File: config.mk
export PLATFORM = sky130hd
export DESIGN_NAME = bcd_decade
export DESIGN_NICKNAME = d
export VERILOG_FILES = /design/src/rtl/bcd_decade_pkg.sv /design/src/rtl/bcd_step.sv /design/src/rtl/bcd_state_reg.sv /design/src/rtl/bcd_carry.sv /design/src/rtl/bcd_decade.sv
export SDC_FILE = /design/constraint.sdc
export NUM_CORES = 1
export LEC_CHECK = 0
export BUFFER_PORTS_ARGS = -buffer_cell sky130_fd_sc_hd__buf_4
export CORE_AREA = 2 2 39 41
export CTS_CLUSTER_SIZE = 20
export DETAILED_ROUTE_END_ITERATION = 8
export DIE_AREA = 0 0 41 43
export SLEW_MARGIN = 20
export SYNTH_ARGS = -nofsm -noshare
export SYNTH_HDL_FRONTEND = slang
export SYNTH_SLANG_ARGS = --single-unit
File: constraint.sdc
create_clock -name clk -period 2.7 [get_ports clk]
set_clock_uncertainty 0.05 [all_clocks]
set_input_delay 0.135 -clock clk [delete_from_list [all_inputs] [get_ports clk]]
set_output_delay 0.135 -clock clk [all_outputs]
set_load 0.03 [all_outputs]
File: src/rtl/bcd_decade_pkg.sv
package bcd_decade_pkg;
  typedef enum logic [1:0] {
    OP_HOLD  = 2'd0,
    OP_COUNT = 2'd1,
    OP_LOAD  = 2'd2
  } digit_op_e;
endpackage

File: src/rtl/bcd_step.sv
module bcd_step
  import bcd_decade_pkg::*;
#(
  parameter int unsigned W    = 4,
  parameter int unsigned LAST = 9
) (
  input  logic [W-1:0] cur,
  input  digit_op_e    op,
  input  logic [W-1:0] preset,
  output logic [W-1:0] nxt
);
  always_comb begin
    unique case (op)
      OP_LOAD:  nxt = preset;
      OP_COUNT: nxt = (cur >= W'(LAST)) ? '0 : cur + 1'b1;
      default:  nxt = cur;
    endcase
  end
endmodule

File: src/rtl/bcd_state_reg.sv
module bcd_state_reg #(
  parameter int unsigned W = 4
) (
  input  logic         clk,
  input  logic         clear_n,
  input  logic [W-1:0] d,
  output logic [W-1:0] q
);
  always_ff @(posedge clk or negedge clear_n) begin
    if (!clear_n) q <= '0;
    else          q <= d;
  end
endmodule

File: src/rtl/bcd_carry.sv
module bcd_carry #(
  parameter int unsigned W    = 4,
  parameter int unsigned LAST = 9
) (
  input  logic [W-1:0] cur,
  input  logic         gate,
  output logic         carry
);
  assign carry = gate && (cur == W'(LAST));
endmodule

File: src/rtl/bcd_decade.sv
module bcd_decade
  import bcd_decade_pkg::*;
#(
  parameter int unsigned MODULUS = 10,
  parameter int unsigned W       = $clog2(MODULUS)
) (
  input  logic         clk,
  input  logic         clear_n,
  input  logic         load_n,
  input  logic [W-1:0] load_val,
  input  logic         en_cnt,
  input  logic         en_carry,
  output logic [W-1:0] count,
  output logic         carry_out
);
  localparam int unsigned LAST = MODULUS - 1;

  digit_op_e    op;
  logic [W-1:0] nxt;

  always_comb begin
    if (!load_n)                op = OP_LOAD;
    else if (en_cnt && en_carry) op = OP_COUNT;
    else                        op = OP_HOLD;
  end

  bcd_step #(.W(W), .LAST(LAST)) u_step (
    .cur(count), .op(op), .preset(load_val), .nxt(nxt)
  );

  bcd_state_reg #(.W(W)) u_reg (
    .clk(clk), .clear_n(clear_n), .d(nxt), .q(count)
  );

  bcd_carry #(.W(W), .LAST(LAST)) u_carry (
    .cur(count), .gate(en_carry), .carry(carry_out)
  );
endmodule

# Word-level counts from Yosys, hierarchy flattened
# Cells that the tools add are included.
# op_classes
n_reduce_logical	3
multipliers	0
addsub	1
n_lt_le_gt_ge	1
n_mux	4
eq_ne	3
bitwise_logic	0
n_div	0
n_shift	0
# op_table
op	n
4-bit one-hot mux with 2 select lines	1
4-bit by 1-bit adder with 4-bit output (second input constant)	1
4-bit == test (second input constant)	1
4-bit >= comparator (second input constant)	1
4-bit 2-to-1 mux	1
2-bit by 1-bit == test with 1-bit output (second input constant)	1
2-bit == test (second input constant)	1
1-bit logical AND	2
2-bit 2-to-1 mux	1
2-bit nonzero test	1
1-bit 2-to-1 mux	1
# word_totals
ff_bits	4
ramBits	0
memories	0
latchBits	0
inputBits	9
mem_bits_ro	0

# Logic depth before layout (Yosys ltp)
# logic_depth
word_depth	5
depth_mapped	5
depth_no_buf	5

# By module
# A second synthesis with hierarchy kept.
# hier_totals
cells_unflattened	38
hier_area_um2	332.8
# by_module_without_submodules
mod	seq_area_each_um2	cells_each	area_per_inst_um2	n_inst
bcd_step	0.0	30	210.2	1
bcd_state_reg	100.1	4	100.1	1
bcd_carry	0.0	2	12.5	1
bcd_decade	0.0	2	10.0	1

# Least setup slack after synthesis
# Ideal clock, no wire load.
# synth_path
path_type	register to output
startpoint	reg u_reg.q[1]
endpoint	out carry_out
path_buffers	0
arrival_time_ps	1574
required_time_ps	2515
slack_ps	941
stages_incl_launch_ff	5
path_cell_list	dfrtp_1 inv_1 ha_1 nand2_1 nor3_1
# synth_between
elab_chain_len	2
# synth_lines
element	line_no	rtl
start, declared	bcd_state_reg.sv:7	output logic [W-1:0] q
start signal, assigned	bcd_state_reg.sv:10	if (!clear_n) q <= '0;
start signal, assigned	bcd_state_reg.sv:11	else q <= d;
4-bit == test	bcd_carry.sv:9	assign carry = gate && (cur == W'(LAST));
1-bit logical AND	bcd_carry.sv:9	
end, declared	bcd_decade.sv:14	output logic carry_out
# No other way between the ends.

# Worst setup path in the final report
# layout_path
startpoint	reg u_reg.q[1]
endpoint	reg u_reg.q[0]
# layout_between
elab_chain_len	3
# layout_lines
element	line_no	rtl
4-bit >= comparator	bcd_step.sv:15	OP_COUNT: nxt = (cur >= W'(LAST)) ? '0 : cur + 1'b1;
4-bit 2-to-1 mux	bcd_step.sv:15	
4-bit one-hot mux with 2 select lines	bcd_step.sv:13	unique case (op)
# No other way between the ends.
# A chain may end at the register's enable or synchronous reset.

==> impl_metrics.py <==
metrics = {
    "cts": {
        "clock_sinks": 4,
        "clockBufferDepth": 2,
        "cts.htree.levels": 1,
        "postCtsSetupRepairBufs": 0,
        "cts_tree": "built",
        "cts_made_buffers": 3,
        "root_buffer": "clkbuf_4",
        "clk_pin_slew_worst_paths_ns": 0.04,
        "insertion_delay_ns": 0.24,
        "cts_resized": 0,
    },
    "worst_setup_path": {
        "crit_family": "flip-flops",
        "critPathMaxStageDelay_ns": 0.49,
        "path_class": "reg -> reg",
        "path_cells": "inv_1 > ha_1 > nor3b_1 > o2111ai_1 > a31oi_1",
        "start_kind": "flip-flop",
        "cp_num_buf_inv": 1,
        "cpMaxStageDelayCell": "dfrtp_1",
        "worstSetupEndpointType": "flip-flop",
        "crit_arrival_ns": 1.74,
        "crit_fanout": 5,
        "cp.required_ns": 2.79,
    },
    "sta": {
        "relSlewSlack": 0.7653,
        "fin_tns_setup_ns": 0,
        "slew_viol_final": 0,
        "period_share": 0.6110,
        "worst_pin_slew_ns": 0.3513,
        "finalHoldViolations": 0,
        "post-route-min-period_ns": 1.650,
        "max_freq_ghz": 0.6062,
        "rsz0062_at_grt": "false",
        "finalSetupViolCount": 0,
    },
    "yosys": {
        "syn_area_um2": 302.8,
        "synth_seq_cells": 4,
        "synth_warnings": 0,
        "synth.most_common_cell": "nor2_1",
        "yosys-top-cells-count": "5 x nor2_1, 4 x a31oi_1, 4 x dfrtp_1",
        "postSynthCellCount": 35,
        "synthArstFlopShare": 1.000,
        "seq_area_frac_synth": 0.3306,
        "synth_cell_types": 16,
        "synth.largest_area_cell": "dfrtp_1",
        "synth_fp_nets": 47,
        "synth.avg_cell_area_um2": 8.651,
        "synth-edff-count": 0,
        "yosys_most_used_dff": "dfrtp_1",
        "synth_top_area_frac": 0.3306,
        "ys_top_cells_by_area": "dfrtp_1 33%, ha_1 12%, a31oi_1 8.3%",
    },
    "global_route": {
        "grt_max_degree": 9,
        "track_usage": 0.09164,
        "grt_pass1_wl_um": 1048,
        "antenna_found_initial": 0,
        "grt_pass1_vias": 248,
        "overflow": 0,
    },
    "power_and_ir_drop": {
        "pwr_density_cell_nw_per_um2": 489.7,
        "peakVddDrop_mv": 0.2939,
        "leakagePower_nw": 0.2129,
    },
    "worst_hold_path": {
        "min_path_type": "in -> reg",
    },
    "die": {
        "die_area_um2": 1763,
        "die_h_um": 43,
        "die_w_um": 41,
        "core_area_um2": 1384,
        "start_util": 0.2188,
        "rows": 14,
        "pin_count": 14,
    },
    "final_layout": {
        "fin_util": 0.3246,
        "largest_reg_flops": 4,
        "largestRegisters": "u_reg.q: 4 flops",
        "fin_cells": 67,
        "regMostFlops": "u_reg.q",
        "antennaDiodeCount": 0,
        "drive_gt1_frac": 0.3529,
        "syn_to_final_growth_pct": 48.35,
        "nets": 65,
    },
    "place": {
        "placed_cells": 63,
        "port_buffers": 13,
        "dp_hpwl_um": 559.9,
        "gp_congestion": 0.6904,
    },
    "drt": {
        "drc": 0,
        "initialDrtViolationCount": 9,
        "wl_per_cell_um": 10.24,
        "num_vias": 306,
        "routed_wl_um": 686,
        "drt-vias-per-instance": 4.567,
        "first_pass_iters": 3,
        "drt.antenna.violating_nets": 0,
    },
    "run": {
        "drv_cap": 0,
    },
    "status": {
        "status": "finished, final reports clean",
    },
}
[report_power, final]
part | leakage [nW] | switching, mW | internal (mW) | total (mW)
combinational | 0.153 | 0.0365 | 0.0307 | 0.0672
clock | 0.0138 | 0.0240 | 0.0497 | 0.0737
sequential | 0.0458 | 0.0125 | 0.0666 | 0.0791
total | 0.213 | 0.0730 | 0.147 | 0.220
[logic make-up after synthesis]
logic type	synth area share
AOI/OAI and AO/OA	0.1901
adders and majority gates	0.1240
buffers and inverters	0.04957
DFF	0.3306
and+or+nand+nor	0.3058
[final timing paths]
| path | cells past startpoint | from | slack [ns] | to |
|---|---|---|---|---|
| max reg2reg | 5 | u_reg.q[1] | 1.05 | u_reg.q[0] |
| min | 2 | load_n | 0.09 | u_reg.q[3] |
| max | 5 | u_reg.q[1] | 1.05 | u_reg.q[0] |
| min in group asynchronous | 2 | clear_n | 0.18 | u_reg.q[3] |
| max in group asynchronous | 2 | clear_n | 2.31 | u_reg.q[1] |
| min reg2reg | 2 | u_reg.q[3] | 0.58 | u_reg.q[3] |
[cell type report]
class | count | area [um^2]
multi-input cells | 27 | 187.7
fillers | 152 | 934.6
repair buffers | 14 | 107.6
inverters | 3 | 11.26
flip-flops and latches | 4 | 100.1
well taps | 16 | 20.02
clock buffers | 3 | 22.52
[layer usage]
| layer | routed length [um] | up-vias | track usage |
|---|---|---|---|
| met5 | 0 | - | 0 |
| met4 | 0 | 0 | 0.02000 |
| met3 | 49 | 0 | 0.06283 |
| met2 | 295 | 11 | 0.1125 |
| met1 | 341 | 135 | 0.1299 |
| li1 | - | 160 | - |
[repair_timing]
item                                   CTS  global route
endpoints found under the hold margin    4             0
setup endpoints to repair                0             0
hold buffers                             1             0
[placed cells by master (no fill, tap or decap)]
cell type      count
buf_4             13
nor2_1             5
a31oi_1            4
dfrtp_1            4
inv_1              3
nand2_1            3
o21ai_0            3
ha_1               3
clkbuf_4           3
o2111ai_1          2
nor3_1             1
nor2b_1            1
and4b_1            1
nand2_2            1
nor3b_1            1
nand2_8            1
or4_1              1
dlygate4sd3_1      1
[worst register-to-register path, delay by kind of cell, from the launching register on]
family	cells	cell delay [ns]
flip-flops	1	0.49
adder cells (fa/ha/maj)	1	0.22
AO/OA/AOI/OAI	2	0.34
AND/OR/NAND/NOR	1	0.35
buffers and inverters	1	0.12
[metrics by stage]
stage / setup slack [ns] / power [mW] / hold slack [ns] / cell area, um^2
after floorplan: 0.9412 / 0.1176 / -0.2106 / 302.8
after global placement: 1.132 / 0.1464 / -0.1150 / 416.7
after detailed placement: 1.056 / 0.1472 / -0.1165 / 416.7
after CTS: 1.046 / 0.2243 / 0.08768 / 449.2
after global routing: 0.9330 / 0.2384 / 0.09007 / 449.2
final: 1.050 / 0.2200 / 0.09066 / 449.2
No activity file was read; power rests on OpenSTA's default activity.
